$ cat config.mk
export PLATFORM = sky130hd
export DESIGN_NAME = trap_return_unit
export DESIGN_NICKNAME = d
export VERILOG_FILES = /design/src/rtl/tret_pkg.sv /design/src/rtl/tret_check.sv /design/src/rtl/tret_update.sv /design/src/rtl/trap_return_unit.sv
export SDC_FILE = /design/constraint.sdc
export NUM_CORES = 1
export LEC_CHECK = 0
export BUFFER_PORTS_ARGS = -buffer_cell sky130_fd_sc_hd__buf_2
export CORE_MARGIN = 4
export CORE_UTILIZATION = 49
export DETAILED_ROUTE_END_ITERATION = 6
export GPL_TIMING_DRIVEN = 0
export PLACE_DENSITY = 0.86
export SLEW_MARGIN = 15
export SYNTH_ARGS = -nofsm -noshare
export SYNTH_HDL_FRONTEND = slang
export SYNTH_HIERARCHICAL = 1
export SYNTH_SLANG_ARGS = --single-unit
$ cat constraint.sdc
create_clock -name clk -period 4.6 [get_ports clk]
set_input_delay 0.23 -clock clk [delete_from_list [all_inputs] [get_ports clk]]
set_output_delay 0.23 -clock clk [all_outputs]
set_load 0.005 [all_outputs]
$ cat src/rtl/tret_pkg.sv
`timescale 1ns/1ps
package tret_pkg;
  localparam int ST_W  = 12;
  localparam int HST_W = 4;
  localparam int NST_W = 4;
  localparam int FC_W  = 5;

  localparam logic [1:0] LVL_USER = 2'd0;
  localparam logic [1:0] LVL_SUPV = 2'd1;
  localparam logic [1:0] LVL_MACH = 2'd3;

  localparam logic [1:0] RK_SRET = 2'd0;
  localparam logic [1:0] RK_MRET = 2'd1;
  localparam logic [1:0] RK_NRET = 2'd2;

  // status word
  localparam int B_SIE  = 0;
  localparam int B_MIE  = 1;
  localparam int B_SPIE = 2;
  localparam int B_MPIE = 3;
  localparam int B_SPP  = 4;
  localparam int B_MPP  = 5;
  localparam int B_MPV  = 7;
  localparam int B_MPRV = 8;
  localparam int B_SDT  = 9;
  localparam int B_MDT  = 10;
  localparam int B_TSR  = 11;
  // hypervisor-status word
  localparam int B_SPV  = 0;
  localparam int B_VTSR = 1;
  // NMI-status word
  localparam int B_NMIE = 0;
  localparam int B_NPV  = 1;
  localparam int B_NPP  = 2;

  localparam logic [FC_W-1:0] FC_MISAL   = 5'd0;
  localparam logic [FC_W-1:0] FC_ACCESS  = 5'd1;
  localparam logic [FC_W-1:0] FC_ILLEGAL = 5'd2;
  localparam logic [FC_W-1:0] FC_VIRT    = 5'd22;

  // return lands in user, VS or VU
  function automatic logic sdt_drop(input logic [1:0] tgt, input logic pv);
    return (tgt == LVL_USER) || (pv && (tgt == LVL_SUPV || tgt == LVL_USER));
  endfunction

  // return lands in VU
  function automatic logic vs_sdt_drop(input logic [1:0] tgt, input logic pv);
    return pv && (tgt == LVL_USER);
  endfunction
endpackage

$ cat src/rtl/tret_check.sv
`timescale 1ns/1ps
module tret_check
  import tret_pkg::*;
(
  input  logic [1:0]      kind,
  input  logic [1:0]      cur_priv,
  input  logic            cur_virt,
  input  logic            tsr,
  input  logic            vtsr,
  input  logic [1:0]      pc_low,
  input  logic [1:0]      tgt_priv,
  input  logic            cfg_cmp,
  input  logic            cfg_pmp_on,
  input  logic            cfg_pmp_empty,
  output logic            fault,
  output logic [FC_W-1:0] code
);
  logic misal;
  assign misal = !cfg_cmp && (pc_low != 2'b00);

  always_comb begin
    fault = 1'b0;
    code  = FC_MISAL;
    unique case (kind)
      RK_SRET: begin
        if (cur_priv == LVL_USER) begin
          fault = 1'b1; code = FC_ILLEGAL;
        end else if (misal) begin
          fault = 1'b1; code = FC_MISAL;
        end else if (tsr && cur_priv != LVL_MACH) begin
          fault = 1'b1; code = FC_ILLEGAL;
        end else if (cur_virt && vtsr) begin
          fault = 1'b1; code = FC_VIRT;
        end
      end
      RK_MRET, RK_NRET: begin
        if (cur_priv != LVL_MACH) begin
          fault = 1'b1; code = FC_ILLEGAL;
        end else if (misal) begin
          fault = 1'b1; code = FC_MISAL;
        end else if (cfg_pmp_on && cfg_pmp_empty && tgt_priv != LVL_MACH) begin
          fault = 1'b1; code = FC_ACCESS;
        end
      end
      default: begin
        fault = 1'b1; code = FC_ILLEGAL;
      end
    endcase
  end
endmodule

$ cat src/rtl/tret_update.sv
`timescale 1ns/1ps
module tret_update
  import tret_pkg::*;
#(
  parameter int XLEN = 32
) (
  input  logic [1:0]       kind,
  input  logic [1:0]       cur_priv,
  input  logic             cur_virt,
  input  logic [ST_W-1:0]  st_i,
  input  logic [HST_W-1:0] hst_i,
  input  logic [NST_W-1:0] nst_i,
  input  logic             vs_sdt_i,
  input  logic [XLEN-1:0]  sepc,
  input  logic [XLEN-1:0]  mepc,
  input  logic [XLEN-1:0]  nepc,
  input  logic             cfg_umode,
  input  logic             cfg_hyp,
  input  logic             cfg_sdbl,
  input  logic             cfg_mdbl,
  output logic [ST_W-1:0]  st_o,
  output logic [HST_W-1:0] hst_o,
  output logic [NST_W-1:0] nst_o,
  output logic             vs_sdt_o,
  output logic [1:0]       tgt_priv,
  output logic             tgt_virt,
  output logic [XLEN-1:0]  pc_o
);
  logic pv;

  always_comb begin
    st_o     = st_i;
    hst_o    = hst_i;
    nst_o    = nst_i;
    vs_sdt_o = vs_sdt_i;
    tgt_virt = cur_virt;
    pv       = 1'b0;
    unique case (kind)
      RK_SRET: begin
        tgt_priv     = {1'b0, st_i[B_SPP]};
        pc_o         = sepc;
        st_o[B_SIE]  = st_i[B_SPIE];
        st_o[B_SPIE] = 1'b1;
        st_o[B_SPP]  = 1'b0;
        st_o[B_MPRV] = 1'b0;
        if (cfg_sdbl) begin
          if (cfg_hyp && !cur_virt && hst_i[B_SPV] && !st_i[B_SPP])
            vs_sdt_o = 1'b0;
          st_o[B_SDT] = 1'b0;
        end
        if (cfg_mdbl && cur_priv == LVL_MACH) st_o[B_MDT] = 1'b0;
        if (cfg_hyp && !cur_virt) begin
          tgt_virt     = hst_i[B_SPV];
          hst_o[B_SPV] = 1'b0;
        end
      end
      RK_MRET: begin
        tgt_priv     = st_i[B_MPP +: 2];
        pc_o         = mepc;
        pv           = st_i[B_MPV] && (tgt_priv != LVL_MACH);
        tgt_virt     = pv;
        st_o[B_MIE]  = st_i[B_MPIE];
        st_o[B_MPIE] = 1'b1;
        st_o[B_MPP +: 2] = cfg_umode ? LVL_USER : LVL_MACH;
        st_o[B_MPV]  = 1'b0;
        if (cfg_sdbl && sdt_drop(tgt_priv, pv)) begin
          st_o[B_SDT] = 1'b0;
          if (vs_sdt_drop(tgt_priv, pv)) vs_sdt_o = 1'b0;
        end
        if (cfg_mdbl) st_o[B_MDT] = 1'b0;
        if (tgt_priv != LVL_MACH) st_o[B_MPRV] = 1'b0;
      end
      default: begin
        tgt_priv     = nst_i[B_NPP +: 2];
        pc_o         = nepc;
        pv           = nst_i[B_NPV] && (tgt_priv != LVL_MACH);
        tgt_virt     = pv;
        nst_o[B_NMIE] = 1'b1;
        if (tgt_priv != LVL_MACH) st_o[B_MPRV] = 1'b0;
        if (cfg_sdbl && sdt_drop(tgt_priv, pv)) begin
          st_o[B_SDT] = 1'b0;
          if (vs_sdt_drop(tgt_priv, pv)) vs_sdt_o = 1'b0;
        end
        if (cfg_mdbl && tgt_priv != LVL_MACH) st_o[B_MDT] = 1'b0;
      end
    endcase
  end
endmodule

$ cat src/rtl/trap_return_unit.sv
`timescale 1ns/1ps
module trap_return_unit
  import tret_pkg::*;
#(
  parameter int XLEN = 32
) (
  input  logic             clk,
  input  logic             rst_n,
  input  logic             req_valid,
  input  logic [1:0]       req_kind,
  input  logic [1:0]       cur_priv,
  input  logic             cur_virt,
  input  logic [ST_W-1:0]  st_in,
  input  logic [HST_W-1:0] hst_in,
  input  logic [NST_W-1:0] nst_in,
  input  logic             vs_sdt_in,
  input  logic [XLEN-1:0]  sepc_in,
  input  logic [XLEN-1:0]  mepc_in,
  input  logic [XLEN-1:0]  nepc_in,
  input  logic             cfg_cmp,
  input  logic             cfg_umode,
  input  logic             cfg_hyp,
  input  logic             cfg_sdbl,
  input  logic             cfg_mdbl,
  input  logic             cfg_pmp_on,
  input  logic             cfg_pmp_empty,
  output logic             done,
  output logic             fault,
  output logic [FC_W-1:0]  fault_code,
  output logic [ST_W-1:0]  st_out,
  output logic [HST_W-1:0] hst_out,
  output logic [NST_W-1:0] nst_out,
  output logic             vs_sdt_out,
  output logic [1:0]       new_priv,
  output logic             new_virt,
  output logic [XLEN-1:0]  ret_pc
);
  logic [ST_W-1:0]  nx_st;
  logic [HST_W-1:0] nx_hst;
  logic [NST_W-1:0] nx_nst;
  logic             nx_vs_sdt;
  logic [1:0]       nx_priv;
  logic             nx_virt;
  logic [XLEN-1:0]  nx_pc;
  logic             chk_fault;
  logic [FC_W-1:0]  chk_code;

  // named events for the checker
  logic ev_commit;
  logic ev_refuse;
  assign ev_commit = req_valid && !chk_fault;
  assign ev_refuse = req_valid && chk_fault;

  tret_update #(.XLEN(XLEN)) u_upd (
    .kind(req_kind), .cur_priv(cur_priv), .cur_virt(cur_virt),
    .st_i(st_in), .hst_i(hst_in), .nst_i(nst_in), .vs_sdt_i(vs_sdt_in),
    .sepc(sepc_in), .mepc(mepc_in), .nepc(nepc_in),
    .cfg_umode(cfg_umode), .cfg_hyp(cfg_hyp),
    .cfg_sdbl(cfg_sdbl), .cfg_mdbl(cfg_mdbl),
    .st_o(nx_st), .hst_o(nx_hst), .nst_o(nx_nst), .vs_sdt_o(nx_vs_sdt),
    .tgt_priv(nx_priv), .tgt_virt(nx_virt), .pc_o(nx_pc)
  );

  tret_check u_chk (
    .kind(req_kind), .cur_priv(cur_priv), .cur_virt(cur_virt),
    .tsr(st_in[B_TSR]), .vtsr(hst_in[B_VTSR]), .pc_low(nx_pc[1:0]),
    .tgt_priv(nx_priv), .cfg_cmp(cfg_cmp),
    .cfg_pmp_on(cfg_pmp_on), .cfg_pmp_empty(cfg_pmp_empty),
    .fault(chk_fault), .code(chk_code)
  );

  always_ff @(posedge clk) begin
    if (!rst_n) begin
      done       <= 1'b0;
      fault      <= 1'b0;
      fault_code <= FC_MISAL;
      st_out     <= '0;
      hst_out    <= '0;
      nst_out    <= '0;
      vs_sdt_out <= 1'b0;
      new_priv   <= LVL_MACH;
      new_virt   <= 1'b0;
      ret_pc     <= '0;
    end else begin
      done  <= req_valid;
      fault <= ev_refuse;
      if (ev_refuse) fault_code <= chk_code;
      if (ev_commit) begin
        st_out     <= nx_st;
        hst_out    <= nx_hst;
        nst_out    <= nx_nst;
        vs_sdt_out <= nx_vs_sdt;
        new_priv   <= nx_priv;
        new_virt   <= nx_virt;
        ret_pc     <= nx_pc;
      end
    end
  end
endmodule

==> qor_table.md <==
| Step | Quantity | Value |
| --- | --- | --- |
| detailed routing | Average via count per standard cell | 5.09 |
| setup path | Slowest-stage cell, CP | sky130_fd_sc_hd__clkbuf_1 |
| placed design | Total half-perimeter wirelength after legalization and detailed placement | 9120 um |
| setup path | Depth of the worst register-to-register path | 2 |
| global routing | Antenna violations before repair | 0 |
| global routing | Largest net degree at the start of global routing | 11 |
| setup path | Required arrival time at the worst endpoint | 4.85 ns |
| outcome | Result of the run | complete, no violations |
| setup path | Register-to-register path setup slack | 3.97 ns |
| setup path | Top fanout value on the critical path | 10 |
| layout | Antenna diode instance count | 0 |
| setup path | Type of the setup path with the least slack | in2reg |
| pwr | Peak ir drop on the vdd network | 0.000158 V |
| setup path | Biggest cell delay along the critical path | 0.52 ns |
| global routing | Total routing resource utilization after global routing | 24.6% |
| sta | Part of the cycle the worst path needs | 58.9% |
| floorplan | Placeable Area | 7290 sq um |
| sta | Worst hold slack | 0.162 ns |
| sta | Final Hold Viols | 0 |
| setup path | Buffer and inverter count on the worst path | 5 |
| global routing | Total overflow reported by the global router | 0 |
| cts | Post-CTS repair timing setup buffer count | 0 |
| yosys | Post-Synthesis Net Count | 593 |
| cts | Clock buffer depth | 2 |
| cts | Clock-pin slew on the worst setup and hold paths | 0.07 ns |
| yosys | Cell count after synthesis | 459 |
| detailed routing | DR DRC count | 0 |
| sta | Final setup vio count | 0 |
| min path | Worst Hold End | hst_out[2] |
| yosys | Fraction of the yosys area taken by sequential cells | 34.0% |
| min path | Kind of path behind the tightest hold check | in2reg |
| min path | Startpoint of the lowest-slack hold path | hst_in[2] |
| setup path | Dominant delay contributor by cell family on the critical path | buffers and inverters |
| sta | Unrepaired setup endpoints after global routing | false |
| yosys | Avg Synthesized Cell Area | 8.09 sq um |
| yosys | Number of warning messages in the yosys log | 6 |
| setup path | Startpoint kind of the worst setup timing path | input pin |
| cts | Clock latency of the later-clocked register in the worst-skew pair | 0.33 ns |
| setup path | Capture instance of the worst register-to-register path | ret_pc[28] |
| setup path | Cells traversed along the worst timing path | buf_2, clkbuf_1, o21ai_0, o21bai_2, or3b_1, o22ai_1, nand2_1, buf_6, nor2b_4, buf_8, buf_12, mux2i_1 |
| detailed routing | Final ANT Viol Nets | 0 |
| placed design | Placed standard-cell area | 4790 sq um |
| job | Count of max-cap constraint violations | 0 |
| sta | Rel. slew slack | 56.9% |
| detailed routing | Routed WL | 11,300 um |
| sta | Setup TNS | 0 ns |
| sta | Final critical path time including I/O delays and setup | 2.71 ns |
| pwr | Pwr per Cell Area | 280 nW/um^2 |
| cts | Resize count post-CTS | 0 |
| placed design | # port buffers | 191 |
| layout | Share of final-layout standard cells stronger than drive strength 1 | 37.6% |
| sta | Final Max Tran Viols | 0 |
| yosys | Register bit count reported by yosys | 63 |
| detailed routing | Initial DRT Pass Iterations | 5 |
| floorplan | Total Die Area | 9040 sq um |
| floorplan | Top-level port count | 195 |
| placed design | Gp weighted congestion | 0.837 |
| sta | Slew of the pin with the lowest slew margin | 0.646 ns |
| yosys | Post-synthesis cell type count | 43 |
| floorplan | Vertical extent of the die | 95.1 um |
| setup path | CP Data Arrival Time | 2.96 ns |
| floorplan | Floorplan row count | 31 |
| detailed routing | WL per Instance | 14.8 um |
| yosys | Post-synth top flop | sky130_fd_sc_hd__dfxtp_1 |
| layout | Net count, final | 795 |
| global routing | Global-route wire length before repair | 17,400 um |
| cts | Hold buffers post-CTS | 0 |
| pwr | Leakage power of the design | 2.52 nW |
| sta | Worst setup skew after layout | 0 ns |
| yosys | Post-Synthesis Cell Area | 3710 sq um |
| cts | TritonCTS clock tree | done |
| setup path | Critical R2R Launch | ret_pc[28] |
| floorplan | Overall die width | 95.1 um |
| yosys | Number of flops mapped to enable cells by yosys | 0 |
| cts | CTS root buf | sky130_fd_sc_hd__clkbuf_8 |
| layout | Synthesis-to-layout area growth | 34.4% |
| sta | Max Freq | 369 MHz |
| cts | Number of H-tree levels | 3 |
| setup path | Kind of end point of the critical path | register |
| floorplan | Starting density of the core | 50.9% |
| cts | Number of CTS-inserted buffers | 9 |
| global routing | Via count of the first global-routing pass | 3,844 |
| detailed routing | Iter 0 DRT Violations | 111 |
| cts | TritonCTS Sinks | 63 |
| layout | Area of all placed cells without fillers | 4990 sq um |
| detailed routing | Total vias in the final route | 3,885 |
| yosys | Fraction of synthesis flops using an asynchronous set or reset pin | 0% |
| min path | Cells on Worst Hold Path | 3 |
## how the worst max path moves through the flow
stage | startpoint | end | cells past startpoint
floorplan | req_kind[0] | hst_out[0] | 13
global placement | req_kind[1] | ret_pc[13] | 12
detailed placement | req_kind[1] | ret_pc[28] | 12
CTS | req_kind[1] | ret_pc[28] | 12
global route | req_kind[1] | ret_pc[15] | 12
finish | req_kind[1] | ret_pc[28] | 12
## report_power, final
part           total (mW)  switching [mW]  internal [mW]
combinational       0.317           0.159          0.159
clock               0.485           0.209          0.276
sequential          0.593          0.0157          0.578
## synthesized netlist by cell type (2+ instances only)
master / count / area (sq um)
sky130_fd_sc_hd__nand3b_1: 2 / 15.0
sky130_fd_sc_hd__a21boi_0: 2 / 15.0
sky130_fd_sc_hd__buf_12: 4 / 80.1
sky130_fd_sc_hd__o31ai_1: 2 / 15.0
sky130_fd_sc_hd__a21oi_1: 5 / 25.0
sky130_fd_sc_hd__or2_2: 3 / 18.8
sky130_fd_sc_hd__ha_1: 2 / 25.0
sky130_fd_sc_hd__clkbuf_1: 8 / 30.0
sky130_fd_sc_hd__nand4_1: 5 / 31.3
sky130_fd_sc_hd__buf_2: 15 / 75.1
sky130_fd_sc_hd__buf_4: 11 / 82.6
sky130_fd_sc_hd__dfxtp_1: 63 / 1260
sky130_fd_sc_hd__buf_6: 5 / 56.3
sky130_fd_sc_hd__o21ai_0: 39 / 195
sky130_fd_sc_hd__mux2i_1: 87 / 871
sky130_fd_sc_hd__nand2_1: 157 / 589
sky130_fd_sc_hd__nor2_1: 4 / 15.0
sky130_fd_sc_hd__nand3_1: 3 / 15.0
sky130_fd_sc_hd__o211ai_1: 3 / 22.5
sky130_fd_sc_hd__nor2b_1: 3 / 18.8
sky130_fd_sc_hd__mux2_2: 2 / 22.5
sky130_fd_sc_hd__and2_1: 2 / 12.5
sky130_fd_sc_hd__a31oi_1: 3 / 18.8
sky130_fd_sc_hd__inv_1: 10 / 37.5
## registers in the layout (all words and copies together) (netlist names)
signal / flops
vs_sdt_out: 1
fault_code: 5
new_priv: 2
fault: 1
ret_pc: 32
st_out: 12
done: 1
hst_out: 4
nst_out: 4
new_virt: 1
## metal layers
metal | share of wire (%) | global-route usage (%)
met1 | 38 | 27.6
met2 | 50 | 45.2
met3 | 9.4 | 5.45
met4 | 2.0 | 9.01
met5 | 0 | 0
## tightest hold or removal path: cells and delay by family
family	cells	cell delay, ns
buffers and inverters	1	0.11
AND/OR/NAND/NOR	1	0.05
multiplexers	1	0.06
## final cells by class
| cell class | count | area (sq um) |
|---|---|---|
| fill | 650 | 2300 |
| multi-input combinational | 341 | 2070 |
| sequential | 63 | 1260 |
| timing repair buffer | 191 | 956 |
| buffer | 44 | 339 |
| clock buffer | 12 | 155 |
| tap | 99 | 124 |
| clock inverter | 3 | 42.5 |
| inverter | 11 | 41.3 |
## placed cells by master (no fill, tap or decap), drive strengths merged, types with 5 or more instances in the layout
cell,count
nand2,157
clkbuf,20
mux2i,87
dfxtp,63
nand4,5
inv,11
buf,227
a21oi,5
o21ai,39
## metrics by stage
step | total power [mW] | worst slack, ns | util, % | cells
floorplan | 0.789 | 2.29 | - | 459
global placement | 0.912 | 1.67 | 65.7 | 749
detailed placement | 0.923 | 1.55 | 65.7 | 749
CTS | 1.40 | 1.91 | 68.4 | 764
global route | 1.46 | 1.69 | 68.4 | 764
finish | 1.40 | 1.89 | 68.4 | 764
## kinds of logic (layout without fill, tap and decap cells)
family,count (synthesis),in the layout,share of synthesized area [%]
mux,89,89,24.1
buf+inv,55,261,10.2
other cells,1,1,0.101
flops,63,63,34.0
fa+ha+maj,3,3,0.977
compound gates,62,62,9.64
simple gates,186,186,21.0
(Power assumes the default switching activity.)
